## config.mk

```make
export PLATFORM = sky130hd
export DESIGN_NAME = mdio_master
export DESIGN_NICKNAME = d
export VERILOG_FILES = /design/src/rtl/mdio_pkg.sv /design/src/rtl/mdio_tick.sv /design/src/rtl/mdio_seq.sv /design/src/rtl/mdio_rx.sv /design/src/rtl/mdio_master.sv
export SDC_FILE = /design/constraint.sdc
export NUM_CORES = 1
export LEC_CHECK = 0
export ABC_AREA = 1
export CAP_MARGIN = 30
export CORE_ASPECT_RATIO = 0.8
export CORE_MARGIN = 2
export CORE_UTILIZATION = 56
export CTS_BUF_LIST = sky130_fd_sc_hd__clkbuf_8
export DETAILED_ROUTE_END_ITERATION = 6
export GPL_TIMING_DRIVEN = 0
export PLACE_DENSITY = 0.92
export RECOVER_POWER = 50
export SETUP_SLACK_MARGIN = 0.1
export SLEW_MARGIN = 25
export SYNTH_ARGS = -nofsm -noshare
export SYNTH_HDL_FRONTEND = slang
export SYNTH_SLANG_ARGS = --single-unit
```

## constraint.sdc

```tcl
create_clock -name clk -period 1.7 [get_ports clk]
set_clock_uncertainty 0.2 [all_clocks]
set_input_delay 0.255 -clock clk [delete_from_list [all_inputs] [get_ports clk]]
set_output_delay 0.255 -clock clk [all_outputs]
set_load 0.005 [all_outputs]
```

## src/rtl/mdio_pkg.sv

```systemverilog
package mdio_pkg;
  // Frame geometry, in clock slots (one slot = one low and one high phase)
  localparam int FRAME_SLOTS = 64;
  localparam int PRE_SLOTS   = 32;
  localparam int TA_SLOT     = 46;   // first slot after the header
  localparam int ERR_SLOT    = 47;   // slot whose low phase yields the error sample
  localparam int DATA_SLOT   = 48;   // first read data slot
  localparam int SLOT_W      = 6;

  localparam logic [1:0] CODE_START = 2'b01;
  localparam logic [1:0] CODE_RD    = 2'b10;
  localparam logic [1:0] CODE_WR    = 2'b01;
  localparam logic [1:0] CODE_TA    = 2'b10;

  // Full serial image of a frame, bit 63 goes out first
  function automatic logic [63:0] build_frame(input logic rd, input logic [4:0] phy,
                                              input logic [4:0] rg, input logic [15:0] wd);
    logic [17:0] tail;
    tail = rd ? 18'h0 : {CODE_TA, wd};
    return {32'hFFFF_FFFF, CODE_START, (rd ? CODE_RD : CODE_WR), phy, rg, tail};
  endfunction

  // Result masking: an absent PHY forces a zero result
  function automatic logic [15:0] read_result(input logic rd, input logic e,
                                              input logic [15:0] raw);
    return (rd && !e) ? raw : 16'h0;
  endfunction
endpackage

```

## src/rtl/mdio_tick.sv

```systemverilog
module mdio_tick #(
  parameter int DIV = 2
) (
  input  logic clk,
  input  logic rst_n,
  input  logic run,
  input  logic restart,
  output logic tick
);
  localparam int CW = (DIV > 1) ? $clog2(DIV) : 1;
  localparam logic [CW-1:0] LAST = CW'(DIV - 1);

  logic [CW-1:0] cnt;

  assign tick = run && (cnt == LAST);

  always_ff @(posedge clk or negedge rst_n) begin
    if (!rst_n)                cnt <= '0;
    else if (!run || restart)  cnt <= '0;
    else if (tick)             cnt <= '0;
    else                       cnt <= cnt + 1'b1;
  end
endmodule

```

## src/rtl/mdio_seq.sv

```systemverilog
module mdio_seq
  import mdio_pkg::*;
(
  input  logic              clk,
  input  logic              rst_n,
  input  logic              start,
  input  logic              tick,
  output logic              busy,
  output logic              hi,
  output logic [SLOT_W-1:0] slot,
  output logic              sample_en,
  output logic              frame_end
);
  localparam logic [SLOT_W-1:0] LAST_SLOT = SLOT_W'(FRAME_SLOTS - 1);

  assign sample_en = tick && !hi;
  assign frame_end = tick && hi && (slot == LAST_SLOT);

  always_ff @(posedge clk or negedge rst_n) begin
    if (!rst_n) begin
      busy <= 1'b0;
      hi   <= 1'b0;
      slot <= '0;
    end else if (start) begin
      busy <= 1'b1;
      hi   <= 1'b0;
      slot <= '0;
    end else if (tick) begin
      if (!hi) begin
        hi <= 1'b1;
      end else begin
        hi <= 1'b0;
        if (slot == LAST_SLOT) begin
          busy <= 1'b0;
          slot <= '0;
        end else begin
          slot <= slot + 1'b1;
        end
      end
    end
  end
endmodule

```

## src/rtl/mdio_rx.sv

```systemverilog
module mdio_rx
  import mdio_pkg::*;
(
  input  logic              clk,
  input  logic              rst_n,
  input  logic              start,
  input  logic              sample_en,
  input  logic [SLOT_W-1:0] slot,
  input  logic              mdi,
  output logic              err_q,
  output logic [15:0]       shift_q
);
  always_ff @(posedge clk or negedge rst_n) begin
    if (!rst_n) begin
      err_q   <= 1'b0;
      shift_q <= '0;
    end else if (start) begin
      err_q   <= 1'b0;
      shift_q <= '0;
    end else if (sample_en) begin
      if (slot == SLOT_W'(ERR_SLOT))
        err_q <= mdi;
      else if (slot >= SLOT_W'(DATA_SLOT))
        shift_q <= {shift_q[14:0], mdi};
    end
  end
endmodule

```

## src/rtl/mdio_master.sv

```systemverilog
module mdio_master
  import mdio_pkg::*;
#(
  parameter int DIV = 2
) (
  input  logic        clk,
  input  logic        rst_n,
  input  logic        req,
  input  logic        rd_nwr,
  input  logic [4:0]  phy_addr,
  input  logic [4:0]  reg_addr,
  input  logic [15:0] wdata,
  output logic [15:0] rdata,
  output logic        err,
  output logic        done,
  output logic        busy,
  output logic        mdc,
  output logic        mdo,
  output logic        mdo_oe,
  input  logic        mdi
);
  logic              start;
  logic              tick;
  logic              hi;
  logic [SLOT_W-1:0] slot_idx;
  logic              sample_en;
  logic              frame_end;
  logic              err_raw;
  logic [15:0]       rx_word;
  logic [63:0]       frame_q;
  logic              rd_q;
  logic              in_hdr;

  assign start = req && !busy;

  mdio_tick #(.DIV(DIV)) u_tick (
    .clk(clk), .rst_n(rst_n), .run(busy), .restart(start), .tick(tick)
  );

  mdio_seq u_seq (
    .clk(clk), .rst_n(rst_n), .start(start), .tick(tick), .busy(busy), .hi(hi),
    .slot(slot_idx), .sample_en(sample_en), .frame_end(frame_end)
  );

  mdio_rx u_rx (
    .clk(clk), .rst_n(rst_n), .start(start), .sample_en(sample_en), .slot(slot_idx),
    .mdi(mdi), .err_q(err_raw), .shift_q(rx_word)
  );

  always_ff @(posedge clk or negedge rst_n) begin
    if (!rst_n) begin
      frame_q <= '1;
      rd_q    <= 1'b0;
    end else if (start) begin
      frame_q <= build_frame(rd_nwr, phy_addr, reg_addr, wdata);
      rd_q    <= rd_nwr;
    end
  end

  always_ff @(posedge clk or negedge rst_n) begin
    if (!rst_n) begin
      rdata <= '0;
      err   <= 1'b0;
      done  <= 1'b0;
    end else begin
      done <= frame_end;
      if (frame_end) begin
        rdata <= read_result(rd_q, err_raw, rx_word);
        err   <= rd_q && err_raw;
      end
    end
  end

  assign in_hdr = slot_idx < SLOT_W'(TA_SLOT);
  assign mdc    = busy && hi;
  assign mdo    = busy ? frame_q[SLOT_W'(FRAME_SLOTS - 1) - slot_idx] : 1'b1;
  assign mdo_oe = !busy || !rd_q || in_hdr;
endmodule

```

==> impl_metrics.yaml, run 1 <==
status:
  status: "finished, violations left"
  violations: "negative setup slack"
timing:
  setup_ws_ps: -486
  finalSetupViolCount: 16
  final_hold_viol_count: 0
  rsz0062_at_grt: "yes"
  timing.final.crit_share: 1.29
  slew_headroom: 0.406
  worstMarginPinSlew_ps: 891
  min_period_ps: 2190
  slew_viol_final: 0
  max_freq_mhz: 457
hold_path:
  holdCritPathClass: "in -> reg"
  whs_endpoint: "frame_q[22]"
  holdPathStages: 3
  hp-start: "reg_addr[4]"
logic_synthesis:
  synthTopCellsByCount: "nand2_1 (109), inv_1 (47), dfrtp_1 (45)"
  postSynthCellCount: 395
  synth_top_area_frac: 0.326
  synth_edf_count: 0
  ys_warn_count: 0
  synth_ff_type: "dfrtp_1"
  ys_seq_area_frac: 0.547
  ys_ff_latch: 74
  yosysUniqueCellTypes: 30
  synth_fp_nets: 427
  async_reset_ff_frac: 1.00
  synthTopCellsByArea: "dfrtp_1 (33%), dfstp_2 (22%), nand2_1 (12%)"
  synth_top_area_cell: "dfrtp_1"
  avgSynthCellArea_um2: 8.75
  yosysMostFrequentCell: "nand2_1"
  synthesis.area_um2: 3450
pwr:
  ir_drop_uv: 639
  cellLeakagePower_nw: 2.32
  powerDensity_nw_per_um2: 726
floorplan:
  initial_utilization: 0.581
  ioPinCount: 53
  fp.dieArea_um2: 6820
  row_count: 25
  dieHeight_um: 74.3
  fp.dieW_um: 91.8
  core_area_um2: 5940
detailed_routing:
  ant_nets: 0
  vias: 3152
  wirelength_um: 8940
  drc_errors: 0
  vias_per_cell: 5.58
  dr.pass1.iters: 5
  drtIter0Drc: 382
  routedWlPerCell_um: 15.8
grt:
  grt_max_degree: 42
  grt_pass1_wl_um: 14100
  antenna_found_initial: 0
  track_usage: 0.271
  grt_pass1_vias: 2999
  overflow: 0
clock_tree:
  cts_sinks: 74
  htreeDepth: 3
  clock_latency_ps: 350
  clk_pin_slew_ps: 80
  cts_buffer_depth: 2
  root_buffer: "clkbuf_8"
  cts_inserted_buffers: 9
  cts_tree: "built"
setup_path:
  worstPathRequired_ps: 1240
  r2r-start: "u_seq.slot[1]"
  critical_path_class: "reg -> out"
  cp-end-kind: "primary output"
  worst_path_most_repeated_cell: "nand2_1"
  path_cells: "inv_2 > buf_6 > nand2_1 > nand3_1 > nand2_1 > nand2_1 > nand2_1 > nor2_1 > nand2_1 > nand2_1 > nand2_1 > buf_2"
  cp.arrival_ps: 1730
  worst_setup_path_start_kind: "register"
  crit_path_max_incr_delay_ps: 480
  r2r_setup_slack_ps: -40
  r2r_cells: 8
  cp_max_fo: 10
  cp.buffers_inverters: 3
  slowest_stage: "dfrtp_2"
  r2r-end: "rdata[6]"
  cp_top_family: "simple AND/OR/NAND/NOR gates"
layout:
  num_antenna_cells: 0
  fin_area_um2: 4510
  drive_gt1_frac: 0.283
  fin_nets: 511
  fillerInstances: 383
  area_growth_pct: 30.7
placement:
  placed_area_um2: 4090
  gp_congestion: 0.974
  hpwl_um: 5670
  portBuffers: 52
  post-place-ws_ps: -600
job:
  maxCapViolCount: 0
## metal layers
metal | part of all wire | vias to the layer above | wire [um] | GRT usage
met4 | 0.029 | 0 | 255 | 0.111
met3 | 0.086 | 36 | 771 | 0.0719
li1 | - | 1436 | - | -
met5 | 0 | - | 0 | 0
met1 | 0.41 | 1496 | 3620 | 0.353
met2 | 0.48 | 184 | 4290 | 0.443
## what timing repair did
item / in CTS / in global routing
pin swaps: 9 / 3
gates resized for setup: 54 / 14
cloned: 3 / 0
hold endpoints to repair: 33 / 0
endpoints found under the setup margin: 58 / 55
buffers inserted: 16 / 0
hold buffers: 1 / 0
## area by class of cell
cell class | count | area, um2 | area share
plain buffers | 18 | 156 | 0.0346
clock buffers | 10 | 138 | 0.0305
clock inverters | 6 | 58.8 | 0.0130
inverters | 53 | 208 | 0.0460
multi-input cells | 251 | 1310 | 0.291
flip-flops and latches | 74 | 1890 | 0.419
well taps | 81 | 101 | 0.0225
repair buffers | 72 | 647 | 0.143
## cell families after synthesis
kind of cell | Yosys count | synth area share
AND/OR/NAND/NOR | 178 | 0.225
flip-flops | 74 | 0.547
buffers and inverters | 71 | 0.0949
AO/OA/AOI/OAI | 70 | 0.127
XOR/XNOR | 1 | 0.00254
adder cells (fa/ha/maj) | 1 | 0.00362
## how the worst max path moves through the flow
stage	start	endpoint	cells past startpoint
6_report	u_seq.slot[0]	mdo	12
5_1_grt	u_seq.slot[0]	mdo	10
4_1_cts	u_seq.slot[0]	mdo	9
3_5_place_dp	u_seq.slot[0]	mdo	10
3_3_place_gp	rst_n	rdata[3]	1
2_1_floorplan	u_seq.slot[0]	mdo	9
## placed cells by master, fill, tap and decap left out, drive strengths merged, types with 4 or more instances in the layout
| cell type | instances |
|---|---|
| nand2 | 121 |
| inv | 51 |
| clkdlybuf4s50 | 29 |
| o21ai | 49 |
| nor2 | 19 |
| clkbuf | 14 |
| buf | 36 |
| a21oi | 4 |
| clkinv | 5 |
| dfstp | 29 |
| nand3 | 34 |
| dfrtp | 45 |
| dlygate4sd2 | 19 |
| o22ai | 14 |
## registers in the layout, indices dropped and copies added, names as in the netlist
signal,flops
done,1
u_seq.hi,1
rd_q,1
frame_q,29
u_seq.slot,6
err,1
u_rx.err_q,1
rdata,16
u_rx.shift_q,16
u_seq.busy,1
u_tick.cnt,1
## worst reg2reg max path, cell delays in order, from the launching register on
cell     delay (ps)
dfrtp_1         420
buf_4           140
ha_1            220
nand2_4          90
nor2_4          160
nand2_4         110
buf_6           160
nand2_1          90
o21ai_2          50
## power by group
group / total [W] / leakage, nW / internal [W] / switching (W)
logic: 0.000146 / 1.41 / 0.0000725 / 0.0000736
registers: 0.00177 / 0.815 / 0.00177 / 0.00000125
clock network: 0.00136 / 0.0995 / 0.000707 / 0.000657
## stage by stage
| stage | utilization | setup TNS [ps] | hold slack (ps) | power, W | instances |
|---|---|---|---|---|---|
| 3_3_place_gp | 0.686 | -138430 | 254 | 0.00193 | 528 |
| 6_report | 0.760 | -879 | 203 | 0.00328 | 565 |
| 2_1_floorplan | - | 0 | -241 | 0.00182 | 395 |
| 5_1_grt | 0.760 | -1750 | 199 | 0.00336 | 565 |
| 4_1_cts | 0.752 | -480 | 198 | 0.00327 | 565 |
| 3_5_place_dp | 0.689 | -2350 | 34.6 | 0.00194 | 529 |
Note: power is estimated with default switching activity, not from simulation.
==> run 2, diff against run 1 <==
--- a/config.mk
+++ b/config.mk
@@ -9,11 +9,11 @@
 export CAP_MARGIN = 30
 export CORE_ASPECT_RATIO = 0.8
 export CORE_MARGIN = 2
-export CORE_UTILIZATION = 56
+export CORE_UTILIZATION = 50
 export CTS_BUF_LIST = sky130_fd_sc_hd__clkbuf_8
 export DETAILED_ROUTE_END_ITERATION = 6
 export GPL_TIMING_DRIVEN = 0
-export PLACE_DENSITY = 0.92
+export PLACE_DENSITY = 0.88
 export RECOVER_POWER = 50
 export SETUP_SLACK_MARGIN = 0.1
 export SLEW_MARGIN = 25
==> constraint.sdc (replaced) <==
create_clock -name clk -period 2 [get_ports clk]
set_clock_uncertainty 0.2 [all_clocks]
set_input_delay 0.3 -clock clk [delete_from_list [all_inputs] [get_ports clk]]
set_output_delay 0.3 -clock clk [all_outputs]
set_load 0.005 [all_outputs]
==> impl_metrics.yaml, run 2 (synthesis gave the netlist of run 1 again) <==
status:
  status: "finished, violations left"
  violations: "negative setup slack"
placement:
  hpwl_um: 5560
  gp_congestion: 0.929
  post-place-ws_ps: -301
  portBuffers: 52
  placed_area_um2: 4100
layout:
  largest_reg_flops: 29
  fin_area_um2: 4440
  reg_top3: "frame_q x29, rdata x16, u_rx.shift_q x16"
  regMostFlops: "frame_q"
  num_antenna_cells: 0
  drive_gt1_frac: 0.253
  fin_nets: 502
  area_growth_pct: 28.6
  final_common_cell: "nand2_1"
  final_cell_mix: "nand2_1 (107), clkdlybuf4s50_1 (48), inv_1 (46)"
detailed_routing:
  vias_per_cell: 5.40
  drtIter0Drc: 250
  drc_errors: 0
  dr.pass1.iters: 7
  wirelength_um: 8210
  vias: 3032
  routedWlPerCell_um: 14.6
  ant_nets: 0
setup_path:
  path_cells: "buf_6 > buf_8 > o21ai_1 > nand3_1 > nand3_1 > nand2_1 > nand2_1 > nand2_1 > buf_2"
  worst_path_most_repeated_cell: "nand2_1"
  r2r-start: "u_seq.busy"
  startpoint: "u_seq.slot[0]"
  slowest_stage: "dfrtp_2"
  worstPathRequired_ps: 1500
  cp.arrival_ps: 1760
  r2r-end: "rd_q"
  cp-endpoint: "mdo"
  cp.buffers_inverters: 3
  cp_max_fo: 9
  r2r_setup_slack_ps: 180
  worst_setup_path_start_kind: "register"
  r2r_cells: 6
  cp.depth: 9
  cp_top_family: "flip-flops"
  critical_path_class: "reg -> out"
  cp-end-kind: "primary output"
  crit_path_max_incr_delay_ps: 500
clock_tree:
  cts_tree: "built"
  cts_sinks: 74
  clock_latency_ps: 350
  cts_inserted_buffers: 9
  clk_pin_slew_ps: 80
  htreeDepth: 3
  root_buffer: "clkbuf_8"
  cts_buffer_depth: 2
floorplan:
  core_area_um2: 6790
  fp.dieW_um: 96.9
  ioPinCount: 53
  initial_utilization: 0.509
  fp.dieArea_um2: 7590
  dieHeight_um: 78.3
  row_count: 27
timing:
  rsz0062_at_grt: "yes"
  timing.final.crit_share: 1.13
  finalSetupViolCount: 1
  slew_headroom: 0.672
  slew_viol_final: 0
  min_period_ps: 2260
  worstMarginPinSlew_ps: 492
  setup_ws_ps: -264
  max_freq_mhz: 442
  final_hold_viol_count: 0
hold_path:
  holdCritPathClass: "in -> async"
grt:
  grt_pass1_wl_um: 13600
  overflow: 0
  antenna_found_initial: 0
  track_usage: 0.225
  grt_max_degree: 43
  grt_pass1_vias: 2957
job:
  maxCapViolCount: 0
pwr:
  pwr-share-comb: 0.043
  power_w: 0.00281
  cellLeakagePower_nw: 2.19
  p_int_w: 0.00220
  p_clk_frac: 0.422
  powerDensity_nw_per_um2: 632
  p_sw_w: 0.000609
  ir_drop_uv: 302
  p_sw_frac: 0.217
  seqPwrFrac: 0.535
[run 2: stage by stage]
stage	hold slack [ps]	setup TNS, ps	utilization	instances
after floorplan	-196	0	-	395
after global placement	252	-118780	0.601	534
after detailed placement	73.4	-301	0.604	535
after CTS	247	-213	0.645	558
after global routing	278	-316	0.654	562
final	248	-264	0.654	562
[run 2: worst min-delay path by stage]
| stage | to | slack (ps) | from |
|---|---|---|---|
| 2_1_floorplan | done | -200 | rst_n |
| 3_3_place_gp | frame_q[16] | 250 | frame_q[16] |
| 3_5_place_dp | u_tick.cnt | 70 | rst_n |
| 4_1_cts | u_rx.shift_q[3] | 250 | rst_n |
| 5_1_grt | rdata[14] | 280 | rst_n |
| 6_report | rdata[14] | 250 | rst_n |
[run 2: power by group through the flow]
stage / clock [W] / combinational, W / sequential, W
after global placement: 0 / 0.000116 / 0.00153
after CTS: 0.00119 / 0.000124 / 0.00150
final: 0.00119 / 0.000122 / 0.00150
after detailed placement: 0 / 0.000122 / 0.00153
after floorplan: 0 / 0.0000226 / 0.00153
after global routing: 0.00126 / 0.000135 / 0.00150
[run 2: what timing repair did]
action,in CTS,in global routing
pin swaps,2,6
hold buffers,1,0
setup endpoints to repair,3,2
cloned,1,1
resized for setup,19,11
hold endpoints to repair,16,0
setup buffers,5,3
[run 2: layout make-up]
cell class                 count  area [um2]
fill                         506        2350
sequential                    74        1890
multi-input combinational    250        1270
timing repair buffer          64         617
inverter                      53         204
clock buffer                  11         151
buffer                        18         146
tap                           87         109
clock inverter                 5        52.6
[run 2: metal layers]
metal	wire length [um]	vias to the layer above	GRT usage
met5	0	-	0
met4	313	0	0.104
met3	638	46	0.0516
met2	3880	164	0.356
met1	3380	1418	0.298
li1	-	1404	-
[run 2: worst register-to-register path, cell delays in order, from the launching register on]
cell	delay (ps)
dfrtp_1	390
buf_6	150
inv_2	70
nand2_2	120
inv_2	180
clkbuf_1	420
o21ai_0	150
